**config.mk**
```make
export PLATFORM = sky130hd
export DESIGN_NAME = trilevel_frame_rx
export DESIGN_NICKNAME = d
export VERILOG_FILES = /design/src/rtl/trl_pkg.sv /design/src/rtl/trl_bit_slicer.sv /design/src/rtl/trl_frame_fsm.sv /design/src/rtl/trl_pull_regs.sv /design/src/rtl/trilevel_frame_rx.sv
export SDC_FILE = /design/constraint.sdc
export NUM_CORES = 1
export LEC_CHECK = 0
export BUFFER_PORTS_ARGS = -buffer_cell sky130_fd_sc_hd__buf_2
export CAP_MARGIN = 20
export CORE_MARGIN = 1
export CORE_UTILIZATION = 53
export CTS_BUF_LIST = sky130_fd_sc_hd__clkbuf_8
export CTS_CLUSTER_SIZE = 20
export DETAILED_ROUTE_END_ITERATION = 7
export PLACE_DENSITY = 0.71
export SYNTH_ARGS = -nofsm -noshare
export SYNTH_HDL_FRONTEND = slang
export SYNTH_SLANG_ARGS = --single-unit
```
**constraint.sdc**
```tcl
create_clock -name clk -period 2.4 [get_ports clk]
set_clock_uncertainty 0.05 [all_clocks]
set_input_delay 0.12 -clock clk [delete_from_list [all_inputs] [get_ports clk]]
set_output_delay 0.12 -clock clk [all_outputs]
set_load 0.005 [all_outputs]
```
**src/rtl/trl_pkg.sv**
```systemverilog
package trl_pkg;
    localparam int PRE_W     = 16;
    localparam int ADDR_W    = 8;
    localparam int DATA_W    = 16;
    localparam int LO_W      = 7;
    localparam int BODY_W    = ADDR_W + DATA_W;
    localparam int WORD_W    = DATA_W + LO_W;
    localparam logic [PRE_W-1:0]  SYNC_WORD = 16'hFA0A;
    localparam logic [ADDR_W-1:0] REG_HI    = 8'h06;
    localparam logic [ADDR_W-1:0] REG_LO    = 8'h07;

    typedef enum logic [1:0] {SL_MID, SL_HI, SL_LO, SL_RET} slice_st_t;
    typedef enum logic [1:0] {FR_IDLE, FR_PRE, FR_BODY, FR_DROP} frame_st_t;
endpackage

```
**src/rtl/trl_bit_slicer.sv**
```systemverilog
module trl_bit_slicer
    import trl_pkg::*;
#(
    parameter int MID_MIN    = 4,
    parameter int IDLE_LIMIT = 32
) (
    input  logic clk,
    input  logic rst_n,
    input  logic lvl_hi,
    input  logic lvl_lo,
    output logic bit_stb,
    output logic bit_val,
    output logic idle_tick
);
    localparam int CW = $clog2(MID_MIN + 1);
    localparam int IW = $clog2(IDLE_LIMIT + 1);

    slice_st_t st, st_n;
    logic [CW-1:0] cnt, cnt_n;
    logic [IW-1:0] idle_cnt, idle_n;
    logic pend, pend_n, stb_n, tick_n;
    logic is_hi, is_lo, is_mid;

    assign is_hi  = lvl_hi;
    assign is_lo  = lvl_lo && !lvl_hi;
    assign is_mid = !lvl_hi && !lvl_lo;

    always_comb begin
        st_n   = st;
        cnt_n  = cnt;
        pend_n = pend;
        stb_n  = 1'b0;
        unique case (st)
            SL_MID: begin
                if (is_hi)      begin st_n = SL_HI; pend_n = 1'b1; end
                else if (is_lo) begin st_n = SL_LO; pend_n = 1'b0; end
            end
            SL_HI: begin
                if (is_mid)     begin st_n = SL_RET; cnt_n = CW'(1); end
                else if (is_lo) begin st_n = SL_LO; pend_n = 1'b0; end
            end
            SL_LO: begin
                if (is_mid)     begin st_n = SL_RET; cnt_n = CW'(1); end
                else if (is_hi) begin st_n = SL_HI; pend_n = 1'b1; end
            end
            SL_RET: begin
                if (is_hi)      begin st_n = SL_HI; pend_n = 1'b1; end
                else if (is_lo) begin st_n = SL_LO; pend_n = 1'b0; end
                else if (cnt == CW'(MID_MIN - 1)) begin
                    st_n  = SL_MID;
                    stb_n = 1'b1;
                end else begin
                    cnt_n = cnt + CW'(1);
                end
            end
            default: st_n = SL_MID;
        endcase
    end

    always_comb begin
        idle_n = '0;
        tick_n = 1'b0;
        if (st == SL_MID && is_mid) begin
            idle_n = (idle_cnt == IW'(IDLE_LIMIT)) ? idle_cnt : idle_cnt + IW'(1);
            tick_n = (idle_cnt == IW'(IDLE_LIMIT - 1));
        end
    end

    always_ff @(posedge clk) begin
        if (!rst_n) begin
            st       <= SL_MID;
            cnt      <= '0;
            pend     <= 1'b0;
            idle_cnt <= '0;
        end else begin
            st       <= st_n;
            cnt      <= cnt_n;
            pend     <= pend_n;
            idle_cnt <= idle_n;
        end
    end

    always_ff @(posedge clk) begin
        if (!rst_n) begin
            bit_stb   <= 1'b0;
            bit_val   <= 1'b0;
            idle_tick <= 1'b0;
        end else begin
            bit_stb   <= stb_n;
            bit_val   <= pend;
            idle_tick <= tick_n;
        end
    end

    // a bit only leaves the slicer after a sample of the line at mid
    a_r2_bit_after_mid: assert property (@(posedge clk) disable iff (!rst_n)
        bit_stb |-> $past(!lvl_hi && !lvl_lo));
    // the idle timeout and a bit strobe never coincide
    a_r8_tick_excl_bit: assert property (@(posedge clk) disable iff (!rst_n)
        !(idle_tick && bit_stb));
endmodule

```
**src/rtl/trl_frame_fsm.sv**
```systemverilog
module trl_frame_fsm
    import trl_pkg::*;
(
    input  logic              clk,
    input  logic              rst_n,
    input  logic              bit_stb,
    input  logic              bit_val,
    input  logic              idle_tick,
    output logic              frame_stb,
    output logic [ADDR_W-1:0] frame_addr,
    output logic [DATA_W-1:0] frame_data
);
    localparam int NW = $clog2(BODY_W + 1);

    frame_st_t st, st_n;
    logic [NW-1:0]     cnt, cnt_n;
    logic [PRE_W-1:0]  pre, pre_n;
    logic [BODY_W-1:0] body, body_n;
    logic              stb_n;

    always_comb begin
        st_n   = st;
        cnt_n  = cnt;
        pre_n  = pre;
        body_n = body;
        stb_n  = 1'b0;
        unique case (st)
            FR_IDLE: if (bit_stb) begin
                pre_n = {{(PRE_W-1){1'b0}}, bit_val};
                cnt_n = NW'(1);
                st_n  = FR_PRE;
            end
            FR_PRE: begin
                if (idle_tick) st_n = FR_IDLE;
                else if (bit_stb) begin
                    pre_n = {pre[PRE_W-2:0], bit_val};
                    if (cnt == NW'(PRE_W - 1)) begin
                        st_n  = (pre_n == SYNC_WORD) ? FR_BODY : FR_DROP;
                        cnt_n = '0;
                    end else begin
                        cnt_n = cnt + NW'(1);
                    end
                end
            end
            FR_BODY: begin
                if (idle_tick) st_n = FR_IDLE;
                else if (bit_stb) begin
                    body_n = {body[BODY_W-2:0], bit_val};
                    if (cnt == NW'(BODY_W - 1)) begin
                        stb_n = 1'b1;
                        st_n  = FR_IDLE;
                    end else begin
                        cnt_n = cnt + NW'(1);
                    end
                end
            end
            FR_DROP: if (idle_tick) st_n = FR_IDLE;
            default: st_n = FR_IDLE;
        endcase
    end

    always_ff @(posedge clk) begin
        if (!rst_n) begin
            st   <= FR_IDLE;
            cnt  <= '0;
            pre  <= '0;
            body <= '0;
        end else begin
            st   <= st_n;
            cnt  <= cnt_n;
            pre  <= pre_n;
            body <= body_n;
        end
    end

    always_ff @(posedge clk) begin
        if (!rst_n) begin
            frame_stb  <= 1'b0;
            frame_addr <= '0;
            frame_data <= '0;
        end else begin
            frame_stb <= stb_n;
            if (stb_n) begin
                frame_addr <= body_n[BODY_W-1:DATA_W];
                frame_data <= body_n[DATA_W-1:0];
            end
        end
    end

    // a frame is only emitted from the body-collection state
    a_r4_frame_from_body: assert property (@(posedge clk) disable iff (!rst_n)
        frame_stb |-> $past(st == FR_BODY));
    // a dropped frame never produces a frame strobe on the next cycle
    a_r3_drop_silent: assert property (@(posedge clk) disable iff (!rst_n)
        (st == FR_DROP) |=> !frame_stb);
endmodule

```
**src/rtl/trl_pull_regs.sv**
```systemverilog
module trl_pull_regs
    import trl_pkg::*;
(
    input  logic              clk,
    input  logic              rst_n,
    input  logic              wide_mode,
    input  logic              frame_stb,
    input  logic [ADDR_W-1:0] frame_addr,
    input  logic [DATA_W-1:0] frame_data,
    output logic              commit_valid,
    output logic [WORD_W-1:0] commit_word
);
    logic [LO_W-1:0] lo_stage;
    logic hit_hi, hit_lo;

    assign hit_hi = frame_stb && (frame_addr == REG_HI);
    assign hit_lo = frame_stb && (frame_addr == REG_LO);

    always_ff @(posedge clk) begin
        if (!rst_n) begin
            lo_stage     <= '0;
            commit_valid <= 1'b0;
            commit_word  <= '0;
        end else begin
            commit_valid <= hit_hi;
            if (hit_lo) lo_stage <= frame_data[LO_W-1:0];
            if (hit_hi) begin
                commit_word <= wide_mode ? {frame_data, lo_stage}
                                         : {{LO_W{1'b0}}, frame_data};
            end
        end
    end

    // a commit lasts one cycle
    a_r6_single_pulse: assert property (@(posedge clk) disable iff (!rst_n)
        commit_valid |=> !commit_valid);
    // a low-register write is not followed by a commit
    a_r5_lo_no_commit: assert property (@(posedge clk) disable iff (!rst_n)
        (frame_stb && frame_addr == REG_LO) |=> !commit_valid);
    // narrow commits keep the top bits clear
    a_r7_narrow_top_zero: assert property (@(posedge clk) disable iff (!rst_n)
        (commit_valid && !$past(wide_mode)) |-> (commit_word[WORD_W-1:DATA_W] == '0));
endmodule

```
**src/rtl/trilevel_frame_rx.sv**
```systemverilog
module trilevel_frame_rx
    import trl_pkg::*;
#(
    parameter int MID_MIN    = 4,
    parameter int IDLE_LIMIT = 32
) (
    input  logic              clk,
    input  logic              rst_n,
    input  logic              lvl_hi,
    input  logic              lvl_lo,
    input  logic              wide_mode,
    output logic              commit_valid,
    output logic [WORD_W-1:0] commit_word
);
    logic bit_stb, bit_val, idle_tick, frame_stb;
    logic [ADDR_W-1:0] frame_addr;
    logic [DATA_W-1:0] frame_data;

    trl_bit_slicer #(.MID_MIN(MID_MIN), .IDLE_LIMIT(IDLE_LIMIT)) slicer_i (
        .clk(clk), .rst_n(rst_n), .lvl_hi(lvl_hi), .lvl_lo(lvl_lo),
        .bit_stb(bit_stb), .bit_val(bit_val), .idle_tick(idle_tick)
    );

    trl_frame_fsm framer_i (
        .clk(clk), .rst_n(rst_n), .bit_stb(bit_stb), .bit_val(bit_val),
        .idle_tick(idle_tick), .frame_stb(frame_stb),
        .frame_addr(frame_addr), .frame_data(frame_data)
    );

    trl_pull_regs regs_i (
        .clk(clk), .rst_n(rst_n), .wide_mode(wide_mode),
        .frame_stb(frame_stb), .frame_addr(frame_addr), .frame_data(frame_data),
        .commit_valid(commit_valid), .commit_word(commit_word)
    );

    // nothing is committed in the cycle right after reset is released
    a_r10_quiet_after_reset: assert property (@(posedge clk)
        $rose(rst_n) |-> !commit_valid);
endmodule

```
Yosys cells after proc, flatten, opt, wreduce, memory -nomap -nowiden
Cells that the tools add are included.
- logic and storage cells: 129
- input port bits: 5
- register bits: 117
- muxes and demuxes: 51
- eq/ne operators: 34
- bitwise operators: 2
- add/sub/neg operators: 3
- reduce and logical (&&, ||, !) cells: 22
- operators by type and width (cell ; number):
    2-to-1 mux 24 bit ; 3
    2-to-1 mux 15 bit ; 3
    2-to-1 mux 5 bit ; 7
    2-to-1 mux 2 bit ; 16
    one-hot mux 15 bit (2 select lines) ; 1
    != test 2 bit, second input constant ; 13
    2-to-1 mux 23 bit ; 1
    == test 16 bit, second input constant ; 1
    == test 8 x 3 -> 1 bit, second input constant ; 2
    one-hot mux 2 bit (4 select lines) ; 2
    one-hot mux 5 bit (3 select lines) ; 1
    2-to-1 mux 3 bit ; 4
    2-to-1 mux 1 bit ; 11
    != test 3 x 2 -> 1 bit, second input constant ; 3
    == test 2 bit, second input constant ; 4
    AND reduction 7 bit ; 1
    adder 6 x 1 -> 6 bit, second input constant ; 1
    == test 6 x 5 -> 1 bit, second input constant ; 1
    == test 6 bit, second input constant ; 1
    != test 3 bit, second input constant ; 2
    one-hot mux 3 bit (2 select lines) ; 1
    AND reduction 6 bit ; 1
    adder 5 x 1 -> 5 bit, second input constant ; 1
    == test 5 x 4 -> 1 bit, second input constant ; 1
    other kinds (19) ; 30

Logic depth before layout (Yosys ltp)
- depth after elaboration: 6
- mapped depth: 9

Modules after synthesis
From an unflattened synthesis, not the netlist that was laid out.
- cell total of the unflattened synthesis: 600
- area total of the unflattened synthesis: 5272.6 um2
- by module, submodules not included (module ; area an instance (um2) ; instances ; seq. area each (um2) ; cells each):
    trl_frame_fsm ; 2957.8 ; 1 ; 1401.3 ; 348
    trl_pull_regs ; 1466.4 ; 1 ; 620.6 ; 157
    trl_bit_slicer ; 848.3 ; 1 ; 300.3 ; 95

Least setup slack after synthesis
OpenSTA, ideal clock, no wires.
- path type: register to register
- from: register framer_i.st[0]
- to: register framer_i.cnt[3]
- arrival: 1814 ps
- library setup time: 75 ps
- stages on the path, launching flop included: 8
- slack: 462 ps
- clock period less this slack: 1938 ps
- path through: dfxtp_1 inv_1 ha_1 buf_6 or2_4 a2bb2oi_2 or4b_1 o22ai_1
- cells in the longest elaborated chain, start to end: 3
- elaborated cells on any way between the ends: 12
- those cells by class: 8 x eq/ne; 1 x mux; 3 x reduce/logical
- RTL lines (what ; line ; text):
    start: declaration ; trl_frame_fsm.sv:15 ; frame_st_t st, st_n;
    start signal: assignment ; trl_frame_fsm.sv:69 ; st <= st_n;
    == test 2 bit, or another cell as far along ; trl_frame_fsm.sv:27 ; unique case (st)
    != test 2 bit (no source line) / nonzero test 3 bit (equally long branches) ; -- ;
    AND reduction 7 bit (no source line) ; -- ;
    end signal: assignment ; trl_frame_fsm.sv:70 ; cnt <= cnt_n;
    end: declaration ; trl_frame_fsm.sv:16 ; logic [NW-1:0] cnt, cnt_n;
Several ways; a longest one is shown, not always the timed one.
A chain may end at the register's enable or synchronous reset.

Final worst setup path
- from: register framer_i.st[0]
- to: register framer_i.cnt[1]
The elaborated chain is that of the path after synthesis.

==> impl_results.md <==
- RSZ-0062 raised after global routing: false
- Power Dens Cells: 752 nW/um^2
- Syn Inst Count: around 570
- Antenna violations before repair: 0
- Share of the clock period used by the worst path: 87.1%
- Die Height: approximately 98 microns
- Violations in the final reports: DRC
- Clk buf depth: 2
- Final WL: roughly 9400 microns
- Vias post-DR: 3905
- Run status: finished with violations
- Dpl cell area: 5050 sq um
- Filler Cells Inserted: around 800
- Share of final-layout standard cells stronger than drive strength 1: about an eighth
- Headroom to the max-slew limit: 55.2%
- Total routing resource utilization after global routing: 21.4%
- Worst Tran Pin Value: roughly 0.67 ns
- First-pass GRT wire length: 16500 microns
- Share of the yosys chip area belonging to registers: between 40% and 50%
- Via count of the first global-routing pass: 3740
- Time the final worst path needs with I/O delays and setup: 2.09 ns
- Mean number of vias per cell: ~5.5
- Row cnt: 34
- Type of the setup path with the least slack: reg -> reg
- Tightest Hold Check Type: in -> reg
- Detailed-route wire length per cell: ~13 microns
- Clock transition at the registers of the reported paths: 0.07 ns
- Initial DRT Pass Iterations: 7
- Leftover overflow at the end of global routing: 0
- Type of element capturing the critical path: flop
- VDD IR-drop max: 0.347 mV
- Weighted congestion reported at the end of routability-driven placement: a little under 0.9
- Hold violation count in the final report: 0
- H-tree lvl count: 4
- Fin area: 5490 sq um
- Pin count of the biggest net entering global routing: 64
- Maximum capacitance violations: 0
- Sum Neg Setup Slack: 0 ns
- Remaining DRCs: 10
- IO Count: 29
- Die Footprint: between 9000 and 10000 sq um
- Kind of start point of the critical path: flop
- Post-CTS setup repair buffer count: 0
- Cell-by-cell listing of the critical path: inv_1 > ha_1 > or2_4 > a2bb2oi_2 > or4b_1 > a21oi_1
- TritonCTS clock tree: done
- Total clock sinks: between 100 and 150
- Layout overhead on the synthesized area: 13.2%
- Number of storage elements in the synthesis netlist: between 100 and 150
- Post-Synthesis Cell Area: 4850 sq um
- Ys Warns: 0
- Dominant register cell in the synthesized netlist: dfxtp_1
- Horiz. Die Dim: 97.7 microns
- Syn avg cell area: 8.48 sq um
- Crit path max-delay cell type: or4b_1
- Crit path DAT: about 2.4 ns
- Distinct cell type count after synthesis: 52
- Nets: between 600 and 700
- Fmax: approximately 480 MHz
- Placed wire-length estimate after detailed placement: 6160 microns
- Required time at the worst-slack endpoint: 2.70 ns
- Finish-stage setup viols: 0
- Fraction of synthesis flops using an asynchronous set or reset pin: 0%
- Area of the core: just under 9000 sq um
- Number of flops mapped to enable cells by yosys: 0
- Effective utilization at floorplan: 55.1%
- Number of nets with antenna violations after routing: 0
- Total power: between 4 and 5 mW
- Highest fanout seen on the critical path: 10
- CTS root buf: clkbuf_8
- CTS buffer count: 17
- Number of antenna cells inserted: 0
- 1st-iter DRT viols: about 140
- Syn_nets: a little under 600
- Highest cell delay on the worst timing path: ~0.55 ns
- Clock insertion delay at the later pin of the skew report: approximately 0.41 ns
- Buffers on Ports: 28
- Fin. max-slew vios: 0
- Reg2reg setup slack: 0.31 ns
- Static leakage power: about 2 nW
## per-layer routing
layer,vias up,routed length [microns],global-route usage (%)
li1,2002,-,-
met2,81,4730,36.2
met5,-,0,0
met1,1816,4240,25.0
met4,0,73,8.28
met3,6,315,7.12
## layout make-up
type	instances	area (sq um)	area share (%)
clock buffer	17	234	4.26
clock inverter	15	181	3.30
inverter	17	63.8	1.16
multi-input combinational	403	2320	42.2
sequential	116	2320	42.3
tap	108	135	2.46
timing repair buffer	39	240	4.37
## per-stage QoR
| stage | utilization, % | setup slack, ns | hold WS [ns] | instances |
|---|---|---|---|---|
| floorplan | - | 0.462 | 0.354 | 572 |
| global placement | 57.4 | 0.347 | 0.385 | 681 |
| detailed placement | 57.4 | 0.215 | 0.398 | 681 |
| CTS | 62.3 | 0.197 | 0.0883 | 715 |
| finish | 62.4 | 0.310 | 0.127 | 715 |
| global route | 62.4 | 0.140 | 0.119 | 715 |
## cells in the final DEF (no fill, tap or decap), types with 16 or more instances in the layout
cell type / count
a21oi_1: 77
nand3_1: 28
inv_1: 16
dfxtp_1: 116
mux2i_1: 27
a211oi_1: 20
nor2_1: 37
ha_1: 16
clkbuf_8: 17
nand2_1: 126
buf_2: 28
## cell usage after synthesis, types with 6 or more instances
master / n / area (sq um)
inv_1: 16 / 60.1
clkbuf_1: 24 / 90.1
a211oi_1: 20 / 150
nand3_1: 28 / 140
ha_1: 16 / 200
nor2_1: 37 / 139
buf_2: 10 / 50.1
dfxtp_1: 116 / 2320
a21oi_1: 77 / 385
nand2_1: 126 / 473
nor2b_1: 6 / 37.5
mux2i_1: 27 / 270
## logic make-up after synthesis
logic type | count (synthesis) | share of synthesized area, %
adder cells (fa/ha/maj) | 16 | 4.12
multiplexers | 27 | 5.57
AND/OR/NAND/NOR | 230 | 21.6
flip-flops | 116 | 47.8
buffers and inverters | 53 | 4.51
AO/OA/AOI/OAI | 125 | 15.5
XOR/XNOR | 5 | 0.902
## final timing paths
check | start | end | cells past startpoint
min reg2reg | framer_i.body[22]$_SDFF_PN0_ | framer_i.frame_addr[7]$_SDFFE_PN0P_ | 2
max | framer_i.st[0]$_SDFFE_PN0P_ | framer_i.cnt[1]$_SDFFE_PN0P_ | 6
min | lvl_lo | slicer_i.cnt[1]$_SDFFE_PN0P_ | 4
max reg2reg | framer_i.st[0]$_SDFFE_PN0P_ | framer_i.cnt[1]$_SDFFE_PN0P_ | 6
## what timing repair did
action / in CTS / in global routing
endpoints found under the hold margin: 2 / 0
gates resized for setup: 0 / 1
setup endpoints to repair: 0 / 8
hold buffers: 2 / 0
## report_power, final
part	switching (mW)	internal [mW]	total, mW
Sequential	0.0224	1.95	1.97
Clock	0.819	1.03	1.85
Combinational	0.178	0.129	0.307
Total	1.02	3.11	4.13
## worst max-delay path, delay by kind of cell (launching register included)
family,cells,cell delay [ns]
and+or+nand+nor,2,0.85
DFF,1,0.39
AOI/OAI and AO/OA,2,0.33
adders and majority gates,1,0.31
buffers and inverters,1,0.10
## registers in the layout, summed over array words and instances (netlist names)
name	count
slicer_i.idle_tick	1
slicer_i.st	2
framer_i.st	2
regs_i.commit_word	23
framer_i.frame_stb	1
regs_i.commit_valid	1
framer_i.body	23
framer_i.frame_data	16
framer_i.pre	15
slicer_i.bit_stb	1
slicer_i.pend	1
slicer_i.idle_cnt	6
slicer_i.bit_val	1
framer_i.cnt	5
regs_i.lo_stage	7
framer_i.frame_addr	8
slicer_i.cnt	3
Note: power is estimated with default switching activity, not from simulation.
